--- config.mk ---
export PLATFORM = sky130hd
export DESIGN_NAME = ptb_packet_buffer
export DESIGN_NICKNAME = d
export VERILOG_FILES = /design/src/rtl/ptb_pkg.sv /design/src/rtl/ptb_fifo.sv /design/src/rtl/ptb_idle_timer.sv /design/src/rtl/ptb_drain_ctrl.sv /design/src/rtl/ptb_packet_buffer.sv
export SDC_FILE = /design/constraint.sdc
export NUM_CORES = 1
export LEC_CHECK = 0
export ABC_AREA = 1
export BUFFER_PORTS_ARGS = -buffer_cell sky130_fd_sc_hd__buf_2
export CAP_MARGIN = 20
export CORE_MARGIN = 1.5
export CORE_UTILIZATION = 51
export DETAILED_ROUTE_END_ITERATION = 6
export PLACE_DENSITY = 0.67
export SLEW_MARGIN = 20
export SYNTH_ARGS = -nofsm -noshare
export SYNTH_HDL_FRONTEND = slang
export SYNTH_SLANG_ARGS = --single-unit
--- constraint.sdc ---
create_clock -name clk -period 2.65 [get_ports clk]
set_input_delay 0.6625 -clock clk [delete_from_list [all_inputs] [get_ports clk]]
set_output_delay 0.6625 -clock clk [all_outputs]
set_load 0.05 [all_outputs]
--- src/rtl/ptb_pkg.sv ---
package ptb_pkg;
  localparam int BYTE_W = 8;
  localparam logic [BYTE_W-1:0] CODE_CR = 8'h0D;
  localparam logic [BYTE_W-1:0] CODE_LF = 8'h0A;

  function automatic logic is_line_end(input logic [BYTE_W-1:0] b);
    return (b == CODE_CR) || (b == CODE_LF);
  endfunction
endpackage

--- src/rtl/ptb_fifo.sv ---
module ptb_fifo
  import ptb_pkg::*;
#(
  parameter int DEPTH = 32,
  localparam int AW = $clog2(DEPTH),
  localparam int CW = $clog2(DEPTH + 1)
) (
  input  logic              clk,
  input  logic              rst_n,
  input  logic              wr_req,
  input  logic [BYTE_W-1:0] wr_data,
  input  logic              rd_pop,
  output logic [BYTE_W-1:0] rd_data,
  output logic              wr_accept,
  output logic [CW-1:0]     count,
  output logic              full,
  output logic              empty
);
  logic [BYTE_W-1:0] mem [DEPTH];
  logic [AW-1:0]     wptr, rptr;

  function automatic logic [AW-1:0] step(input logic [AW-1:0] p);
    return (p == AW'(DEPTH - 1)) ? '0 : p + 1'b1;
  endfunction

  assign full      = (count == CW'(DEPTH));
  assign empty     = (count == '0);
  assign wr_accept = wr_req && !full;
  assign rd_data   = mem[rptr];

  always_ff @(posedge clk) begin
    if (wr_accept) mem[wptr] <= wr_data;
  end

  always_ff @(posedge clk or negedge rst_n) begin
    if (!rst_n) begin
      wptr  <= '0;
      rptr  <= '0;
      count <= '0;
    end else begin
      if (wr_accept) wptr <= step(wptr);
      if (rd_pop)    rptr <= step(rptr);
      count <= count + CW'(wr_accept) - CW'(rd_pop);
    end
  end

  // a write against a full FIFO leaves the occupancy untouched
  a_r7_drop_when_full: assert property (@(posedge clk) disable iff (!rst_n)
    full && wr_req && !rd_pop |=> count == $past(count));
endmodule

--- src/rtl/ptb_idle_timer.sv ---
module ptb_idle_timer #(
  parameter int IDLE_CYCLES = 12500,
  localparam int TW = $clog2(IDLE_CYCLES + 1)
) (
  input  logic clk,
  input  logic rst_n,
  input  logic restart,
  input  logic pending,
  output logic fire
);
  logic [TW-1:0] cnt;

  assign fire = pending && !restart && (cnt == TW'(IDLE_CYCLES - 1));

  always_ff @(posedge clk or negedge rst_n) begin
    if (!rst_n)                        cnt <= '0;
    else if (restart || !pending || fire) cnt <= '0;
    else                               cnt <= cnt + 1'b1;
  end

  // the idle count never passes the timeout limit
  a_r4_count_bounded: assert property (@(posedge clk) disable iff (!rst_n)
    cnt < TW'(IDLE_CYCLES));
endmodule

--- src/rtl/ptb_drain_ctrl.sv ---
module ptb_drain_ctrl
  import ptb_pkg::*;
#(
  parameter int CW = 6
) (
  input  logic              clk,
  input  logic              rst_n,
  input  logic              wr_accept,
  input  logic [BYTE_W-1:0] wr_data,
  input  logic              idle_fire,
  input  logic              pop,
  input  logic [CW-1:0]     count,
  output logic              tx_valid,
  output logic              pending
);
  logic [CW-1:0] released;
  logic [CW-1:0] count_next;
  logic          release_now;

  assign count_next  = count + CW'(wr_accept) - CW'(pop);
  assign release_now = (wr_accept && is_line_end(wr_data)) || idle_fire;
  assign tx_valid    = (released != '0);
  assign pending     = (count > released);

  always_ff @(posedge clk or negedge rst_n) begin
    if (!rst_n)           released <= '0;
    else if (release_now) released <= count_next;
    else                  released <= released - CW'(pop);
  end

  // the released window never exceeds what the FIFO holds
  a_r6_release_bound: assert property (@(posedge clk) disable iff (!rst_n)
    released <= count);
endmodule

--- src/rtl/ptb_packet_buffer.sv ---
module ptb_packet_buffer
  import ptb_pkg::*;
#(
  parameter int DEPTH       = 32,
  parameter int IDLE_CYCLES = 12500,
  localparam int CW = $clog2(DEPTH + 1)
) (
  input  logic              clk,
  input  logic              rst_n,
  input  logic              wr_en,
  input  logic [BYTE_W-1:0] wr_data,
  output logic              tx_valid,
  output logic [BYTE_W-1:0] tx_data,
  input  logic              tx_ready,
  output logic              full,
  output logic              empty,
  output logic              overflow
);
  logic          wr_accept, pop, pending, idle_fire;
  logic [CW-1:0] count;

  assign pop = tx_valid && tx_ready;

  ptb_fifo #(.DEPTH(DEPTH)) u_fifo (
    .clk(clk), .rst_n(rst_n), .wr_req(wr_en), .wr_data(wr_data),
    .rd_pop(pop), .rd_data(tx_data), .wr_accept(wr_accept),
    .count(count), .full(full), .empty(empty)
  );

  ptb_idle_timer #(.IDLE_CYCLES(IDLE_CYCLES)) u_idle (
    .clk(clk), .rst_n(rst_n), .restart(wr_accept),
    .pending(pending), .fire(idle_fire)
  );

  ptb_drain_ctrl #(.CW(CW)) u_drain (
    .clk(clk), .rst_n(rst_n), .wr_accept(wr_accept), .wr_data(wr_data),
    .idle_fire(idle_fire), .pop(pop), .count(count),
    .tx_valid(tx_valid), .pending(pending)
  );

  always_ff @(posedge clk or negedge rst_n) begin
    if (!rst_n)              overflow <= 1'b0;
    else if (wr_en && full)  overflow <= 1'b1;
  end

  // an offered byte is held until the transmitter takes it
  a_r2_hold_until_ready: assert property (@(posedge clk) disable iff (!rst_n)
    tx_valid && !tx_ready |=> tx_valid && $stable(tx_data));

  // the overflow flag only clears through reset
  a_r8_overflow_sticky: assert property (@(posedge clk) disable iff (!rst_n)
    overflow |=> overflow);
endmodule

### Yosys cells after proc, flatten, opt, wreduce, memory -nomap -nowiden

Memory sizes are Yosys's and may differ from the RTL's.
Cells that the tools add are included.
W data, S select, Z words.

* register bits after elaboration: 37
* RAM bits: 256
* bits of input ports: 12
* output and inout bits: 12
* word-level logic and storage cells: 41
* memories kept: 1

Memories
* u_fifo.mem: depth 32, bits a word 8, rd ports 1, clocked after Yosys merged registers in 0, write ports 1, line ptb_fifo.sv:19 `logic [BYTE_W-1:0] mem [DEPTH];`

* add/sub/neg operators: 6
* magnitude comparators: 1
* equal/unequal tests: 6
* muxes and demuxes: 6
* reduce and logical (&&, ||, !) cells: 15

Operators with widths (count)
* $eq A8 B4 Y1 const B: 2
* $add A14 B1 Y14 const B: 1
* $eq A14 B14 Y1 const B: 1
* $mux W14: 1
* $sub A6 B1 Y6: 2
* $add A5 B1 Y5 const B: 2
* $eq A5 B5 Y1 const B: 2
* $mux W5: 2
* $add A6 B1 Y6: 1
* $eq A6 B6 Y1 const B: 1
* $gt A6 B6 Y1: 1
* $logic_and A1 B1 Y1: 6
* $logic_not A6 Y1: 1
* $mux W6: 1
* $reduce_bool A6 Y1: 1
* $logic_or A1 B1 Y1: 4
* $logic_not A1 Y1: 3
* $mux W1: 2

### Logic depth before layout (Yosys ltp)

Gate-level depths: netlist of the first run.

* depth after elaboration: 8
* mapped depth: 16
* mapped depth without buffers: 15

### Modules after synthesis

From an unflattened synthesis of the first run, not the netlist that was laid out.

* cells, all modules: 1366
* area total of the unflattened synthesis: 13559.3 um^2

By module, submodules not included
* ptb_fifo: instances 1, cells each 1140, area each 11872.6 um^2
* ptb_idle_timer: instances 1, cells each 108, area each 867.1 um^2
* ptb_drain_ctrl: instances 1, cells each 112, area each 775.7 um^2
* ptb_packet_buffer: instances 1, cells each 6, area each 43.8 um^2

### Least setup slack after synthesis of the first run

OpenSTA, ideal clock, no wires.

* kind: reg-to-reg
* start: register u_drain.released[2]
* end: register u_drain.released[4]
* setup time: 0.066 ns
* arrival time: 2.793 ns
* required time: 2.584 ns
* path slack: -0.209 ns
* stages on the path, launching flop included: 16
* path buffers: 1
* path through: dfrtp_1 > nor2_1 > nand3_1 > nand2_1 > inv_1 > buf_2 > nand2_1 > nand2_1 > ha_1 > fa_1 > a21oi_1 > nor2_1 > nor2_1 > xor2_1 > nand2_1 > nand2_1

* elaborated cells on any way between the ends: 9
* those cells by class: 2 x add/sub; 1 x order compare; 1 x mux; 5 x reduce/logical

RTL lines
* from (decl): line ptb_drain_ctrl.sv:16 `logic [CW-1:0] released;`
* from (signal assigned): line ptb_drain_ctrl.sv:27 `else if (release_now) released <= count_next;`
* from (signal assigned): line ptb_drain_ctrl.sv:28 `else released <= released - CW'(pop);`
* $reduce_bool A6 Y1: line ptb_drain_ctrl.sv:22 `assign tx_valid = (released != '0);`
* named net tx_valid: line ptb_packet_buffer.sv:12 `output logic tx_valid,`
* $logic_and A1 B1 Y1: line ptb_packet_buffer.sv:22 `assign pop = tx_valid && tx_ready;`
* $sub A6 B1 Y6: line ptb_drain_ctrl.sv:20 `assign count_next = count + CW'(wr_accept) - CW'(pop);`
* named net u_drain.count_next[4]: line ptb_drain_ctrl.sv:17 `logic [CW-1:0] count_next;`
* $mux W6: line ptb_drain_ctrl.sv:27

The timed path passes the listed nets, and every way through them passes these cells.
A chain may end at the register's enable or synchronous reset.

### Final worst setup path of the first run

* start: register u_fifo.rptr[4]
* end: output port tx_data[7]

* longest elaborated chain between the ends: 1

RTL lines
* from (decl): line ptb_fifo.sv:20 `logic [AW-1:0] wptr, rptr;`
* from (signal assigned): line ptb_fifo.sv:42 `if (rd_pop) rptr <= step(rptr);`
* $mem_v2 Z32 W8
* to (decl): line ptb_packet_buffer.sv:13 `output logic [BYTE_W-1:0] tx_data,`

Every way passes these cells.

==> results of run 1 <==
## sequential cells by signal (all words and copies together) (netlist names)
| signal | flops |
|---|---|
| u_fifo.count | 6 |
| u_fifo.mem | 256 |
| u_idle.cnt | 14 |
| u_fifo.rptr | 5 |
| u_fifo.wptr | 5 |
| overflow | 1 |
| u_drain.released | 6 |
## worst max-delay path: cells and delay by family (launching register included)
family / cells / cell delay (ns)
flip-flops: 1 / 0.76
buffers and inverters: 2 / 0.72
AND/OR/NAND/NOR: 2 / 0.35
## Yosys cell counts
library cell and number:
nor2_2 2, a21o_1 1, nor3_2 2, fa_1 1, nor2_1 70, a31oi_1 1, buf_2 31, xor2_1 10
o21ai_0 9, nand2_1 468, a41oi_1 1, nand3_1 177, and3_1 1, clkbuf_1 7, xnor2_1 2, edfxtp_1 256
dfrtp_1 37, nand3_2 2, nand2_4 1, or2_1 24, nand4_1 5, nor3b_1 2, o21ai_1 8, nand2_2 1
or2_0 1, buf_4 5, nand3b_1 2, inv_1 236, ha_1 23, nand3b_4 1, a21oi_1 8, buf_1 6
nor3_1 13, clkinv_1 1, buf_6 7, inv_2 6
## cells by family after synthesis
logic type | after synthesis | share of synthesized area
flip-flops | 293 | 0.629
AO/OA/AOI/OAI | 28 | 0.0108
buffers and inverters | 299 | 0.0900
AND/OR/NAND/NOR | 772 | 0.240
XOR/XNOR | 12 | 0.00768
adder cells (fa/ha/maj) | 24 | 0.0225
## metrics by stage
stage               hold WS (ns)  setup slack (ns)  TNS (ns)  cells   util
floorplan                  0.367            0.0392         0   1428      -
detailed placement         0.471            0.0425         0   1792  0.552
finish                     0.148            -0.417     -3.26   1865  0.620
global route               0.172            -0.457     -3.56   1865  0.620
CTS                        0.148            -0.367     -2.72   1860  0.605
global placement           0.454             0.117         0   1792  0.552
## power by group
part | internal [mW] | total, mW | leakage, nW | switching [mW]
logic | 2.46 | 7.18 | 3.94 | 4.71
registers | 5.43 | 5.71 | 2.77 | 0.284
clock network | 2.57 | 4.35 | 0.514 | 1.78
## cell type report
class,instances,area [sq um],share of cell area
Multi-Input combinational cell,836,4210,0.259
Tap cell,335,419,0.0258
Clock inverter,18,171,0.0106
Timing Repair Buffer,100,1040,0.0639
Sequential cell,293,8620,0.531
Inverter,243,925,0.0569
Clock buffer,40,860,0.0529
## worst paths after layout
path	endpoint	slack (ns)	depth (start not counted)
setup / recovery	tx_data[7]	-0.42	4
hold / removal	u_fifo.rptr[2]	0.15	1
setup reg to reg	u_drain.released[4]	0.23	15
hold reg to reg	u_idle.cnt[0]	0.48	1
max in group asynchronous	u_idle.cnt[12]	1.86	2
min in group clk	overflow	0.36	2
## repair_timing
item	in CTS	in global routing
pin swaps	1	52
cloned	6	4
resized for setup	35	97
setup endpoints to repair	8	9
setup buffers	4	4
## per-layer routing
layer  part of all wire  global-route usage  vias up
met5                  0                   0        -
met3              0.082              0.0314       81
met2               0.46               0.402      455
met1               0.42               0.374     4789
met4              0.036              0.0889        0
li1                   -                   -     4716
==> results_dict.tcl, run 1 <==
set metrics [dict create \
    dr.pass1.iters 7 \
    synth-warning-count 0 \
    dpl_cell_area_sq_um 14500 \
    r2r_start "u_fifo.count[2]" \
    port_buffers 23 \
    setup.worst_path.start_class "register" \
    postCtsHoldBufs 0 \
    clk_pin_slew_ns 0.06 \
    tightestPinTransition_ns 0.702 \
    fill_cells 2083 \
    insertion_delay_ns 0.56 \
    antenna_found_initial 0 \
    crit_path_max_fanout 10 \
    min_path_type "primary input to async pin" \
    power_density_nw_per_um2 1060 \
    gp_routability_congestion 0.885 \
    cts_buffer_depth 3 \
    drtIter0Drc 1205 \
    avgSynthCellArea_sq_um 9.59 \
    wire_per_inst_microns 19.2 \
    worstPathRequired_ns 1.99 \
    die-area_sq_um 27800 \
    grt_setup_unrepaired "yes" \
    synth_largest_area_cell "edfxtp_1" \
    h-tree-depth 1 \
    die_h_microns 167 \
    fin_crit_ns 3.07 \
    cap_violations 0 \
    row_count 59 \
    grt_usage 0.257 \
    core_sq_um 26200 \
    synth_area_sq_um 13700 \
    initial_utilization 0.522 \
    fin_ws_ns -0.417 \
    grt_max_degree 57 \
    synth_top_area_share 0.562 \
    drive_gt1_frac 0.170 \
    synth_area_leaders "edfxtp_1, nand2_1, dfrtp_1" \
    setup_viol 8 \
    vias_per_cell 5.38 \
    syn_nets 1464 \
    path_class "register to primary output" \
    ys_ff_latch 293 \
    ant_nets 0 \
    final_area_sq_um 16200 \
    fmax_mhz 326 \
    crit_arrival_ns 2.40 \
    layout_common_cells "nand2_1, edfxtp_1, inv_1" \
    fin_crit_sh 1.16 \
    outcome "complete, but fails checks" \
    fin_skew_ns 0.00867 \
    critPathCaptureType "primary output" \
    diodes 0 \
    grt_pass1_wl_microns 54300 \
    crit_path_start "u_fifo.rptr[4]" \
    cts_tree "yes" \
    crit_chain "clkinv_1 > nand3_1 > nand2_2 > buf_8" \
    ioPinCount 24 \
    cts_root_buf "clkbuf_16" \
    finalPower_mw 17.2 \
    final_common_cell "nand2_1" \
    grt_pass1_vias 9374 \
    route.detailed.drc 3 \
    syn_inst 1428 \
    crit_slowest_cell "dfrtp_1" \
    peakVddDrop_mv 0.627 \
    die_x_microns 167 \
    vias 10041 \
    synth_seq_area_share 0.629 \
    p_leak_nw 7.23 \
    hold_viol_final 0 \
    synth_cell_types 36 \
    hpwlAfterDp_microns 21200 \
    cts-buffers-inserted 31 \
    area_growth_pct 18.7 \
    cts.sink_count 293 \
    finalWirelength_microns 35900 \
    crit_path_max_incr_delay_ns 0.76 \
    slew_viol_final 0 \
    nets 1541 \
    violations "design-rule violations, negative setup slack" \
    overflow 0 \
    max-slew-margin-rel 0.532 \
]
No activity file was read; power rests on OpenSTA's default activity.
==> run 2: changes to the inputs <==
- ABC_AREA: 1 -> default
==> run 2 against run 1 <==
Compared with the run above: the flow finishes with violations (negative setup slack); cell count fell by 43%; worst setup slack got worse by 0.42 ns; cell area fell by 12%; sequential share of layout area rose by 7.3 points; critical path type unchanged; critical endpoint unchanged; largest power group is now registers.
==> results_dict.tcl, run 2 <==
set metrics [dict create \
    grt_max_degree 38 \
    port_buffers 23 \
    r2r-end "u_drain.released[4]" \
    die-area_sq_um 24500 \
    drive_gt1_frac 0.340 \
    core_sq_um 23300 \
    syn_inst 627 \
    async_flop_share 0.126 \
    grt_pass1_vias 6468 \
    min_path_type "primary input to async pin" \
    synth_most_common_cell "edfxtp_1" \
    fin_ws_ns -0.835 \
    dpl_cell_area_sq_um 13000 \
    gp_routability_congestion 0.769 \
    ioPinCount 24 \
    crit_path_max_fanout 7 \
    slew_viol_final 0 \
    avgSynthCellArea_sq_um 19.2 \
    violations "negative setup slack" \
    tightestPinTransition_ns 0.815 \
    final_common_cell "edfxtp_1" \
    synth-main-ff-cell "edfxtp_1" \
    place_ws_ns -0.311 \
    cts_tree "yes" \
    path_depth 7 \
    peakVddDrop_mv 0.861 \
    grt_usage 0.220 \
    cts_root_buf "clkbuf_16" \
    clk_pin_slew_ns 0.06 \
    final_area_sq_um 14300 \
    finalPower_mw 15.0 \
    grt_setup_unrepaired "yes" \
    synth_edf_count 256 \
    crit_path_start "u_fifo.rptr[0]" \
    max-slew-margin-rel 0.456 \
    worstPathRequired_ns 1.99 \
    hpwlAfterDp_microns 16200 \
    crit_chain "buf_12 > buf_12 > buf_16 > mux4_2 > mux4_2 > mux2_4 > buf_8" \
    nets 762 \
    synth_seq_area_share 0.715 \
    route.detailed.drc 0 \
    fin_crit_ns 3.49 \
    ant_nets 0 \
    largest-register "u_fifo.mem" \
    crit_buf_inv 4 \
    synth_area_sq_um 12000 \
    die_h_microns 157 \
    synth_largest_area_cell "edfxtp_1" \
    cts-buffers-inserted 29 \
    synth_area_leaders "edfxtp_1, mux4_2, dfrtp_1" \
    r2r_slack_ns 0.01 \
    crit_arrival_ns 2.82 \
    utilization 0.612 \
    cp_top_family "multiplexers" \
    synth_cell_types 40 \
    cap_violations 0 \
    syn_nets 663 \
    cts_buffer_depth 3 \
    synth_top_area_share 0.638 \
    antenna_found_initial 0 \
    initial_utilization 0.516 \
    diodes 0 \
    vias 6175 \
    outcome "complete, but fails checks" \
    die_x_microns 157 \
    finalWirelength_microns 25900 \
    fin_crit_sh 1.32 \
    crit_slowest_cell "mux4_2" \
    fmax_mhz 287 \
    endpoint "tx_data[7]" \
    grt_pass1_wl_microns 39100 \
    reg_top3 "u_fifo.mem (256), u_idle.cnt (14)" \
    overflow 0 \
    setup.worst_path.start_class "register" \
    reg2reg_depth 12 \
    power_density_nw_per_um2 1050 \
    fin_cells 1067 \
    fin_skew_ns 0.00950 \
    ys_ff_latch 293 \
    drtIter0Drc 520 \
    row_count 56 \
    critPathCaptureType "primary output" \
    layout_common_cells "edfxtp_1, mux4_2, nor2_1" \
    p_leak_nw 4.96 \
    cts.sink_count 293 \
    wire_per_inst_microns 24.3 \
    largest_reg_flops 256 \
    synthTopCellsByCount "edfxtp_1, mux4_2, nor2_1" \
    vias_per_cell 5.79 \
    setup_viol 8 \
    synth-warning-count 0 \
    post-place-cells 1003 \
    crit_path_max_incr_delay_ns 0.52 \
    fill_cells 1633 \
    h-tree-depth 1 \
    r2r_start "u_drain.released[1]" \
    area_growth_pct 18.6 \
    insertion_delay_ns 0.54 \
    dr.pass1.iters 4 \
    hold_viol_final 0 \
    path_class "register to primary output" \
]
[run 2: cell count changes in the layout (fill, tap and decap cells not counted), moves of 8 or more]
cell	change
or2_1	-24
mux4_2	+80
nand2_1	-405
mux2_4	+8
mux2_2	+8
nor3_1	-8
nand2_2	-40
nand3_1	-119
inv_1	-220
nand3_2	-46
nor2_1	-11
[run 2: worst min-delay path by stage]
| stage | startpoint | endpoint | slack (ns) | depth (start not counted) |
|---|---|---|---|---|
| 2_1_floorplan | rst_n | overflow | 0.37 | 0 |
| 3_3_place_gp | overflow | overflow | 0.44 | 1 |
| 3_5_place_dp | overflow | overflow | 0.44 | 1 |
| 4_1_cts | rst_n | u_idle.cnt[0] | 0.24 | 1 |
| 5_1_grt | rst_n | u_idle.cnt[3] | 0.29 | 1 |
| 6_report | rst_n | u_idle.cnt[0] | 0.23 | 1 |
[run 2: where the power goes]
part           total (mW)  switching, mW  leakage (nW)  internal, mW
registers            5.70          0.300          2.77          5.40
logic                5.23           2.68          1.74          2.55
clock network        4.09           1.69         0.450          2.39
[run 2: kinds of logic (layout without fill, tap and decap cells)]
| kind of cell | after synthesis | after routing | synth area share |
|---|---|---|---|
| flip-flops | 293 | 293 | 0.715 |
| buffers and inverters | 44 | 165 | 0.0174 |
| AND/OR/NAND/NOR | 124 | 124 | 0.0483 |
| adder cells (fa/ha/maj) | 24 | 24 | 0.0256 |
| XOR/XNOR | 18 | 18 | 0.0131 |
| multiplexers | 97 | 97 | 0.165 |
| AO/OA/AOI/OAI | 27 | 27 | 0.0150 |
[run 2: worst reg2reg max path, cell delays in order (launching register included)]
cell,delay (ns)
dfrtp_1,0.41
nor4_4,0.33
and3_4,0.25
clkinvlp_4,0.12
nand3_4,0.08
nand2_1,0.06
ha_2,0.18
fa_2,0.37
a21oi_2,0.17
nor2_1,0.06
nor2_1,0.12
xnor2_1,0.10
mux2_2,0.27
[run 2: cell type report]
class / count / area (sq um) / area share
tap: 319 / 399 / 0.0280
timing repair buffer: 93 / 908 / 0.0636
multi-input combinational: 290 / 3320 / 0.232
clock inverter: 22 / 225 / 0.0158
clock buffer: 31 / 733 / 0.0514
sequential: 293 / 8620 / 0.604
inverter: 19 / 75.1 / 0.00526
[run 2: repair_timing]
| item | in CTS | in global routing |
|---|---|---|
| setup buffers | 6 | 3 |
| hold buffers | 0 | 0 |
| endpoints found under the setup margin | 10 | 10 |
| gates cloned | 3 | 1 |
| pin swaps | 1 | 1 |
| gates resized for setup | 29 | 10 |
[run 2: per-layer routing]
layer | GRT usage | wire, microns | vias to the layer above
met5 | 0 | 0 | -
met4 | 0.0676 | 760 | 0
met3 | 0.0454 | 1810 | 51
met2 | 0.364 | 12800 | 197
met1 | 0.297 | 10600 | 3232
li1 | - | - | 2695
[run 2: through the flow]
stage / setup TNS, ns / hold WS [ns]
after floorplan: -0.342 / 0.367
after global placement: -2.26 / 0.441
after detailed placement: -2.35 / 0.444
after CTS: -6.87 / 0.241
after global routing: -6.99 / 0.290
final: -6.50 / 0.226
==> run 3: changes to the inputs <==
- CTS_BUF_LIST: default -> sky130_fd_sc_hd__clkbuf_4 sky130_fd_sc_hd__clkbuf_8
- SKIP_LAST_GASP: default -> 1
==> run 3 against run 2 <==
Compared with the run above: the run still ends with negative setup slack left; fmax is 1.0% lower; utilization rose by 0.15 points; non-clock buffer count increased by 3; highest routed layer unchanged; via count is 1.2% higher; total power decreased by 1.3%; sequential share of layout area is 0.15 points lower; cell area rose by 0.25%; critical endpoint is now tx_data[5]; wire length is 0.14% lower; first-iteration DRC count shrank 6.3%; critical path type unchanged; flip-flop and latch count stayed put; clock-buffer cell count is 36 higher.
==> results_dict.tcl, run 3 (synthesis gave the netlist of run 2 again) <==
set metrics [dict create \
    max-slew-margin-rel 0.455 \
    grt_usage 0.222 \
    vias 6250 \
    tightestPinTransition_ns 0.817 \
    dr.pass1.iters 5 \
    diodes 0 \
    antenna_found_initial 0 \
    grt_pass1_wl_microns 39000 \
    fin_crit_ns 3.52 \
    grt_pass1_vias 6526 \
    setup_viol 8 \
    wire_per_inst_microns 23.5 \
    overflow 0 \
    fmax_mhz 284 \
    drive_gt1_frac 0.368 \
    tns_ns -6.82 \
    crit_arrival_ns 2.86 \
    insertion_delay_ns 0.55 \
    utilization 0.613 \
    crit_buf_inv 4 \
    ant_nets 0 \
    core_sq_um 23300 \
    outcome "complete, but fails checks" \
    cts.sink_count 293 \
    route.detailed.drc 0 \
    r2r_start "u_drain.released[1]" \
    finalWirelength_microns 25900 \
    nets 782 \
    fin_crit_sh 1.33 \
    crit_chain "buf_6 > buf_12 > buf_16 > mux4_2 > mux4_2 > mux2_4 > buf_6" \
    largest_reg_flops 256 \
    grt_setup_unrepaired "yes" \
    ioPinCount 24 \
    drtIter0Drc 487 \
    clk_pin_slew_ns 0.06 \
    h-tree-depth 2 \
    timing.hold.ws_ns 0.209 \
    fin_skew_ns 0.0215 \
    grt_max_degree 38 \
    die-area_sq_um 24500 \
    setup.worst_path.start_class "register" \
    cts_buffer_depth 3 \
    hold_viol_final 0 \
    slew_viol_final 0 \
    power_density_nw_per_um2 1040 \
    vias_per_cell 5.68 \
    cts_root_buf "clkbuf_8" \
    largest-register "u_fifo.mem" \
    critPathCaptureType "primary output" \
    path_class "register to primary output" \
    area_growth_pct 18.9 \
    peakVddDrop_mv 0.857 \
    cts_tree "yes" \
    crit_path_start "u_fifo.rptr[0]" \
    die_h_microns 157 \
    finalPower_mw 14.8 \
    fin_ws_ns -0.872 \
    final_common_cell "edfxtp_1" \
    violations "negative setup slack" \
    crit_slowest_cell "dfrtp_4" \
    min_path_type "primary input to async pin" \
    row_count 56 \
    layout_common_cells "edfxtp_1, mux4_2, nor2_1" \
    cts-buffers-inserted 46 \
    cap_violations 0 \
    gp_routability_congestion 0.769 \
    crit_path_max_incr_delay_ns 0.51 \
    initial_utilization 0.516 \
    p_leak_nw 5.05 \
    hpwlAfterDp_microns 16200 \
    port_buffers 23 \
    worstPathRequired_ns 1.99 \
    place_ws_ns -0.311 \
    cp_top_family "multiplexers" \
    die_x_microns 157 \
    crit_path_max_fanout 7 \
    reg_top3 "u_fifo.mem (256), u_idle.cnt (14)" \
]
## run 3: changes by cell type in the layout (fill, tap and decap cells not counted), sizes merged
cell      previous run  this run
buf                 92        96
clkinv              12        14
inv                 18        20
bufinv               4         1
clkinvlp             7         1
clkbuf              32        67
## run 3: what timing repair did
action | 4_1_cts | 5_1_grt
gates cloned | 5 | 0
resized for setup | 38 | 4
hold buffers | 0 | 0
pin swaps | 1 | 1
endpoints found under the setup margin | 10 | 10
buffers inserted | 8 | 2
## run 3: final cells by class
cell class | count | area, sq um
Clock buffer | 67 | 828
Timing Repair Buffer | 96 | 972
Multi-Input combinational cell | 290 | 3310
Fill cell | 1639 | 9020
Tap cell | 319 | 399
Inverter | 19 | 75.1
Sequential cell | 293 | 8620
Clock inverter | 17 | 109
## run 3: where the power goes
group / internal, mW / leakage [nW] / switching [mW] / total (mW)
Sequential: 5.40 / 2.77 / 0.298 / 5.70
Combinational: 2.62 / 1.77 / 2.70 / 5.32
Clock: 2.11 / 0.504 / 1.69 / 3.80
Total: 10.1 / 5.05 / 4.69 / 14.8
## run 3: path summary, 6_finish.rpt
path	end	slack, ns	cells after the start
worst min-delay path	u_idle.cnt[7]	0.21	1
worst max-delay path	tx_data[5]	-0.87	7
max in group asynchronous	u_fifo.rptr[0]	1.84	1
worst max register to register	u_drain.released[4]	0.01	12
min in group clk	overflow	0.38	2
worst min register to register	overflow	0.46	1
## run 3: metrics by stage
step                      cell area (sq um)  cells
after floorplan                       12100    627
after global placement                13000   1003
after detailed placement              13000   1003
after CTS                             14300   1099
after global routing                  14300   1101
final                                 14300   1101
## run 3: metal layers
| layer | track usage | part of all wire | vias up |
|---|---|---|---|
| met2 | 0.363 | 0.50 | 206 |
| met3 | 0.0498 | 0.061 | 36 |
| li1 | - | - | 2745 |
| met4 | 0.0757 | 0.023 | 0 |
| met5 | 0 | 0 | - |
| met1 | 0.296 | 0.42 | 3263 |
